**config.mk**
```make
export PLATFORM = sky130hd
export DESIGN_NAME = codec_idx_regs
export DESIGN_NICKNAME = d
export VERILOG_FILES = /design/src/rtl/codec_idx_pkg.sv /design/src/rtl/codec_idx_decode.sv /design/src/rtl/codec_idx_direct.sv /design/src/rtl/codec_idx_slots.sv /design/src/rtl/codec_idx_regs.sv
export SDC_FILE = /design/constraint.sdc
export NUM_CORES = 1
export LEC_CHECK = 0
export BUFFER_PORTS_ARGS = -buffer_cell sky130_fd_sc_hd__buf_2
export CAP_MARGIN = 30
export CORE_ASPECT_RATIO = 0.9
export CORE_MARGIN = 2
export CORE_UTILIZATION = 50
export DETAILED_ROUTE_END_ITERATION = 7
export GPL_TIMING_DRIVEN = 0
export PLACE_DENSITY = 0.73
export SYNTH_ARGS = -nofsm -noshare
export SYNTH_HDL_FRONTEND = slang
export SYNTH_SLANG_ARGS = --single-unit
```
**constraint.sdc**
```tcl
create_clock -name clk -period 4.9 [get_ports clk]
set_input_delay 0.49 -clock clk [delete_from_list [all_inputs] [get_ports clk]]
set_output_delay 0.49 -clock clk [all_outputs]
set_load 0.01 [all_outputs]
```
**src/rtl/codec_idx_pkg.sv**
```systemverilog
package codec_idx_pkg;
  localparam int unsigned SLOT_W   = 8;
  localparam int unsigned SLOT_AW  = 5;
  localparam int unsigned NUM_SLOT = 1 << SLOT_AW;

  localparam int unsigned W_PTR  = 0;
  localparam int unsigned W_WIN  = 1;
  localparam int unsigned W_SINK = 2;
  localparam int unsigned W_CTRL = 4;

  localparam logic [SLOT_AW-1:0] S_ZERO_RD = 5'd3;
  localparam logic [SLOT_AW-1:0] S_LOCK    = 5'd11;
  localparam logic [SLOT_AW-1:0] S_REV     = 5'd12;
  localparam logic [SLOT_AW-1:0] S_ID      = 5'd25;

  localparam logic [SLOT_W-1:0] REV_CODE = 8'h8A;
  localparam logic [SLOT_W-1:0] REV_WMSK = 8'h40;
  localparam logic [SLOT_W-1:0] ID_CODE  = 8'hA0;
  localparam logic [6:0]        CTRL_MSK = 7'h7F;

  function automatic logic [SLOT_W-1:0] slot_reset_value(input logic [SLOT_AW-1:0] idx);
    if (idx == S_REV) return REV_CODE;
    if (idx == S_ID)  return ID_CODE;
    return '0;
  endfunction

  function automatic logic slot_locked(input logic [SLOT_AW-1:0] idx);
    return (idx == S_LOCK) || (idx == S_ID);
  endfunction

  function automatic logic [SLOT_W-1:0] slot_store_value(input logic [SLOT_AW-1:0] idx,
                                                         input logic [SLOT_W-1:0]  d);
    if (idx == S_REV) return (d & REV_WMSK) | REV_CODE;
    return d;
  endfunction

  function automatic logic [SLOT_W-1:0] slot_read_value(input logic [SLOT_AW-1:0] idx,
                                                        input logic [SLOT_W-1:0]  q);
    if (idx == S_ZERO_RD) return '0;
    return q;
  endfunction
endpackage

```
**src/rtl/codec_idx_decode.sv**
```systemverilog
module codec_idx_decode
  import codec_idx_pkg::*;
#(
  parameter int unsigned ADDR_W = 6,
  parameter int unsigned DATA_W = 32,
  localparam int unsigned WORD_W = ADDR_W - 2,
  localparam int unsigned NUM_W  = 1 << WORD_W
) (
  input  logic                 wr_en,
  input  logic [ADDR_W-1:0]    addr,
  input  logic [DATA_W-1:0]    wdata,
  input  logic [SLOT_AW-1:0]   ptr,
  output logic [WORD_W-1:0]    word_idx,
  output logic [NUM_W-1:0]     dir_sel,
  output logic [DATA_W-1:0]    ctrl_data,
  output logic [NUM_SLOT-1:0]  slot_sel,
  output logic [SLOT_W-1:0]    slot_data,
  output logic                 win_wr_evt,
  output logic                 win_drop_evt,
  output logic                 sink_wr_evt,
  output logic                 soft_rst_evt
);
  logic unused_low;
  assign unused_low = ^addr[1:0];

  assign word_idx = addr[ADDR_W-1:2];

  logic is_win, is_sink, is_ctrl;
  assign is_win  = (word_idx == WORD_W'(W_WIN));
  assign is_sink = (word_idx == WORD_W'(W_SINK));
  assign is_ctrl = (word_idx == WORD_W'(W_CTRL));

  assign win_wr_evt   = wr_en && is_win;
  assign win_drop_evt = win_wr_evt && slot_locked(ptr);
  assign sink_wr_evt  = wr_en && is_sink;
  assign soft_rst_evt = wr_en && is_ctrl && wdata[0];

  always_comb begin
    dir_sel = '0;
    if (wr_en && !is_win && !is_sink) dir_sel[word_idx] = 1'b1;
  end

  always_comb begin
    slot_sel = '0;
    if (win_wr_evt && !win_drop_evt) slot_sel[ptr] = 1'b1;
  end

  assign ctrl_data = DATA_W'(wdata[6:0] & CTRL_MSK);
  assign slot_data = slot_store_value(ptr, wdata[SLOT_W-1:0]);
endmodule

```
**src/rtl/codec_idx_direct.sv**
```systemverilog
module codec_idx_direct
  import codec_idx_pkg::*;
#(
  parameter int unsigned DATA_W = 32,
  parameter int unsigned NUM_W  = 16
) (
  input  logic                         clk,
  input  logic                         rst,
  input  logic                         soft_clr,
  input  logic [NUM_W-1:0]             sel,
  input  logic [DATA_W-1:0]            wdata,
  input  logic [DATA_W-1:0]            ctrl_data,
  output logic [NUM_W-1:0][DATA_W-1:0] q
);
  logic unused_sel;
  assign unused_sel = sel[W_WIN] ^ sel[W_SINK];

  for (genvar w = 0; w < NUM_W; w++) begin : g_word
    if (w == W_WIN || w == W_SINK) begin : g_none
      assign q[w] = '0;
    end else begin : g_reg
      logic [DATA_W-1:0] r;
      always_ff @(posedge clk) begin
        if (rst)           r <= '0;
        else if (sel[w])   r <= (w == W_CTRL) ? ctrl_data : wdata;
        else if (soft_clr) r <= '0;
      end
      assign q[w] = r;
    end
  end
endmodule

```
**src/rtl/codec_idx_slots.sv**
```systemverilog
module codec_idx_slots
  import codec_idx_pkg::*;
(
  input  logic                           clk,
  input  logic                           rst,
  input  logic                           soft_clr,
  input  logic [NUM_SLOT-1:0]            sel,
  input  logic [SLOT_W-1:0]              wdata,
  output logic [NUM_SLOT-1:0][SLOT_W-1:0] q
);
  for (genvar s = 0; s < NUM_SLOT; s++) begin : g_slot
    localparam logic [SLOT_W-1:0] RV = slot_reset_value(SLOT_AW'(s));
    logic [SLOT_W-1:0] r;
    always_ff @(posedge clk) begin
      if (rst || soft_clr) r <= RV;
      else if (sel[s])     r <= wdata;
    end
    assign q[s] = r;
  end
endmodule

```
**src/rtl/codec_idx_regs.sv**
```systemverilog
module codec_idx_regs
  import codec_idx_pkg::*;
#(
  parameter int unsigned ADDR_W = 6,
  parameter int unsigned DATA_W = 32
) (
  input  logic              clk,
  input  logic              rst,
  input  logic              wr_en,
  input  logic              rd_en,
  input  logic [ADDR_W-1:0] addr,
  input  logic [DATA_W-1:0] wdata,
  output logic [DATA_W-1:0] rdata
);
  localparam int unsigned WORD_W = ADDR_W - 2;
  localparam int unsigned NUM_W  = 1 << WORD_W;

  logic [NUM_W-1:0][DATA_W-1:0]   dir_q;
  logic [NUM_SLOT-1:0][SLOT_W-1:0] slot_q;
  logic [WORD_W-1:0]   word_idx;
  logic [NUM_W-1:0]    dir_sel;
  logic [DATA_W-1:0]   ctrl_data;
  logic [NUM_SLOT-1:0] slot_sel;
  logic [SLOT_W-1:0]   slot_data;
  logic win_wr_evt, win_drop_evt, sink_wr_evt, soft_rst_evt;
  logic [SLOT_AW-1:0]  ptr;
  logic [DATA_W-1:0]   rd_next;

  assign ptr = dir_q[W_PTR][SLOT_AW-1:0];

  codec_idx_decode #(.ADDR_W(ADDR_W), .DATA_W(DATA_W)) i_decode (
    .wr_en(wr_en), .addr(addr), .wdata(wdata), .ptr(ptr),
    .word_idx(word_idx), .dir_sel(dir_sel), .ctrl_data(ctrl_data),
    .slot_sel(slot_sel), .slot_data(slot_data),
    .win_wr_evt(win_wr_evt), .win_drop_evt(win_drop_evt),
    .sink_wr_evt(sink_wr_evt), .soft_rst_evt(soft_rst_evt)
  );

  codec_idx_direct #(.DATA_W(DATA_W), .NUM_W(NUM_W)) i_direct (
    .clk(clk), .rst(rst), .soft_clr(soft_rst_evt), .sel(dir_sel),
    .wdata(wdata), .ctrl_data(ctrl_data), .q(dir_q)
  );

  codec_idx_slots i_slots (
    .clk(clk), .rst(rst), .soft_clr(soft_rst_evt), .sel(slot_sel),
    .wdata(slot_data), .q(slot_q)
  );

  always_comb begin
    if (word_idx == WORD_W'(W_WIN)) rd_next = DATA_W'(slot_read_value(ptr, slot_q[ptr]));
    else                            rd_next = dir_q[word_idx];
  end

  always_ff @(posedge clk) begin
    if (rst)        rdata <= '0;
    else if (rd_en) rdata <= rd_next;
  end
endmodule

```
==> summary.md <==
| Metric | Value |
|---|---|
| Seq pwr share | 0.481 |
| Core Area | 0.0585 mm² |
| Max cap viols | 0 |
| P_sw | roughly 3000 µW |
| Setup Fix Bufs, Post-CTS | 0 |
| Drt first-iter violations | 4,024 |
| Hold Crit Class | input pin to flop |
| Ys Warns | 0 |
| Initial Utilization | 0.507 |
| WS Path Type | flop to flop |
| Vias | around 27,000 |
| Pin count of the biggest net entering global routing | 15 |
| Clock skew | about 0.027 ns |
| Vias in the first global route | approximately 25,000 |
| Register area | 0.0142 mm² |
| Final WL | 105,000 µm |
| Io pins | 74 |
| ANT nets after route | 0 |
| Share of layout cells above drive strength 1 | 0.107 |
| WL/cell | roughly 25 µm |
| Mux contribution to synthesized area | 0.147 |
| Max Slew Vio Count | 0 |
| LEAKAGE | around 0.012 µW |
| Avg Cell Area, Syn | 9.32 µm² |
| Initial antenna violation count | 4 |
| Final Setup Violations | 0 |
| Via density per instance | 6.39 |
| Simple-gate area share of the yosys netlist | 0.140 |
| PwrDens | around 360 mW/mm² |
| Worst-path clk slew | roughly 0.070 ns |
| Clock Path Buffers | 3 |
| Design internal power | 9200 µW |
| Sequential share of the synthesized area | 0.479 |
| Die ar. | 0.0614 mm² |
| Area Overhead vs Synth | 13.0% |
| Worst setup SP type | flop |
| Synth Area in Adders | 0 |
| Largest family of logic cells by synthesized area | compound AO/OA/AOI/OAI gates |
| Post-Syn Instances | 3,187 |
| Htree depth | 3 |
| GRT Util Overall | 0.333 |
| Non-Filler Instances | roughly 4,200 |
| Seq cells post-synth | around 710 |
| Worst setup EP type | flop |
| Clock Tree Root | clkbuf_16 |
| RSZ-0062 raised after global routing | no |
| Worst Path Max Fanout | 10 |
| CTS-repair resized insts | 0 |
| Slew @ Worst Pin | 1.15 ns |
| Filler cells | 5,159 |
| Syn_nets | 3,229 |
| DP Cell Count | 4,044 |
| Slew margin rel. | 0.229 |
| Die width | 261 µm |
| Grt total ovfl | 0 |
| TritonCTS Sinks | 711 |
| NumNets Final | roughly 3,400 |
| Remaining DRCs | 0 |
| First-pass GRT wire length | around 160,000 µm |
| Share of power burned in combinational logic | 0.060 |
| Crit path DAT | 4.68 ns |
| Crit path required time | between 5 and 6 ns |
| Top FF cell, synth | dfxtp_1 |
| Sw frac | 0.244 |
| Peak supply drop | between 0.3 and 0.4 mV |
| CTS tree | yes |
| Synthesized area | ~0.030 mm² |
| Complex-gate fraction of the synthesized area | 0.188 |
| Clock latency at the later pin of the worst-skew pair | around 0.63 ns |
| Cell variety after synth | just under 50 |
| Final Hold Viols | 0 |
| Period Utilization, post-route | 0.854 |
| Post-DP HPWL | 73,600 µm |
| I/O Buffers | 67 |
| XOR/XNOR share of the synthesized area | 0 |
| Area of the multi-input gates | roughly 0.014 mm² |
| Status | complete, no violations |
| RePlAce Congestion | 1.01 |
| Clock power frac | 0.459 |
| # rows | 84 |
| TritonCTS buffer count | 73 |
| Hold buffers post-CTS | 0 |
| Die Ht | 235 µm |
| EDFF count, synth | 0 |
| Setup total negative slack | 0 ns |
| Max Freq | about 240 MHz |
| Clock period minus worst slack | 4.18 ns |
| DR pass1 iterations | 8 |
| Post-synth ARST share | 0 |
per-layer routing:
layer | up-vias | GRT usage | part of all wire | wire [µm]
met5 | - | 0.0159 | 0.0015 | 154
met4 | 4 | 0.128 | 0.041 | 4330
met3 | 318 | 0.122 | 0.14 | 14300
met2 | 1781 | 0.488 | 0.43 | 44700
met1 | 12800 | 0.444 | 0.40 | 41700
li1 | 11700 | - | - | -
final cells by class:
class / count / area share
well taps: 774 / 0.0289
inverters: 5 / 0.000559
flip-flops and latches: 711 / 0.424
clock buffers: 110 / 0.0662
repair buffers: 85 / 0.0154
diodes: 1 / 0.0000746
multi-input cells: 2133 / 0.420
plain buffers: 338 / 0.0407
clock inverters: 19 / 0.00418
cell usage after synthesis (5+ instances only):
library cell | n | area (µm²)
a211oi_1 | 32 | 240
clkbuf_1 | 265 | 995
nand4bb_1 | 6 | 67.6
a22oi_1 | 493 | 3700
a221oi_1 | 5 | 43.8
nand2_1 | 175 | 657
or4_1 | 5 | 37.5
a221o_1 | 7 | 70.1
mux2_2 | 25 | 282
nand3_1 | 13 | 65.1
mux2i_1 | 257 | 2570
nor3_1 | 8 | 40.0
and3_1 | 5 | 31.3
nand2b_1 | 12 | 75.1
buf_6 | 5 | 56.3
buf_1 | 29 | 109
and2_1 | 20 | 125
nand4_1 | 8 | 50.1
a211oi_2 | 10 | 125
o22ai_1 | 64 | 400
dfxtp_1 | 711 | 14200
nand4b_1 | 6 | 52.6
nor2_1 | 664 | 2490
mux4_2 | 67 | 1510
buf_2 | 35 | 175
a21oi_1 | 89 | 445
nor4_1 | 17 | 106
nor2b_1 | 9 | 56.3
o21ai_0 | 99 | 495
cells by family (layout without fill, tap and decap cells):
family,count (synthesis),count (layout)
buffers and inverters,343,557
DFF,711,711
and+or+nand+nor,979,979
muxes,349,349
AOI/OAI and AO/OA,805,805
other,0,1
metrics by stage:
step	area (µm²)	setup slack [ns]	power, µW	utilization	hold slack [ns]
final	33600	0.717	12200	0.573	0.168
after global routing	33600	0.762	12400	0.573	0.177
after CTS	33500	0.929	12100	0.573	0.159
after detailed placement	31200	0.950	6670	0.532	0.425
after global placement	31000	0.877	6660	0.530	0.419
after floorplan	29700	2.47	6380	-	0.410
cells in the final DEF (no fill, tap or decap), drive strengths merged, types with 64 or more instances in the layout:
master  synthesis  routed
nand2         175     175
o21ai          99      99
nor2          668     668
buf            73     158
a22oi         493     493
mux2i         257     257
a21oi          89      89
o22ai          64      64
clkbuf        265     375
dfxtp         711     711
mux4           67      67
state kept, by name (all words and copies together) (netlist names):
| register | count |
|---|---|
| i_direct.g_word.g_reg.r | 423 |
| rdata | 32 |
| i_slots.g_slot.r | 256 |
final timing paths:
check | from | endpoint | slack, ns | cells after the start
max reg2reg | i_direct.g_word[0].g_reg.r[1]$_SDFFE_PP0P_ | rdata[6]$_SDFFE_PP0P_ | 0.72 | 8
max | i_direct.g_word[0].g_reg.r[1]$_SDFFE_PP0P_ | rdata[6]$_SDFFE_PP0P_ | 0.72 | 8
min reg2reg | rdata[17]$_SDFFE_PP0P_ | rdata[17]$_SDFFE_PP0P_ | 0.43 | 2
min | wdata[10] | i_direct.g_word[5].g_reg.r[10]$_SDFFE_PP0P_ | 0.17 | 3
power groups by stage:
stage | clock [µW] | sequential [µW] | combinational (µW)
after floorplan | 0 | 5980 | 401
after global placement | 0 | 5980 | 680
after detailed placement | 0 | 5980 | 691
after CTS | 5570 | 5850 | 694
after global routing | 5820 | 5860 | 754
final | 5580 | 5860 | 732
critical path, cell delays in order, from the launching register on:
cell and delay (ns):
dfxtp_1 0.31, clkbuf_1 0.29, buf_1 0.70, buf_1 0.84
mux2i_1 0.44, o22ai_1 0.29, nor4_1 0.63, nand2_1 0.18
a221o_1 0.35
No activity file was read; power rests on OpenSTA's default activity.
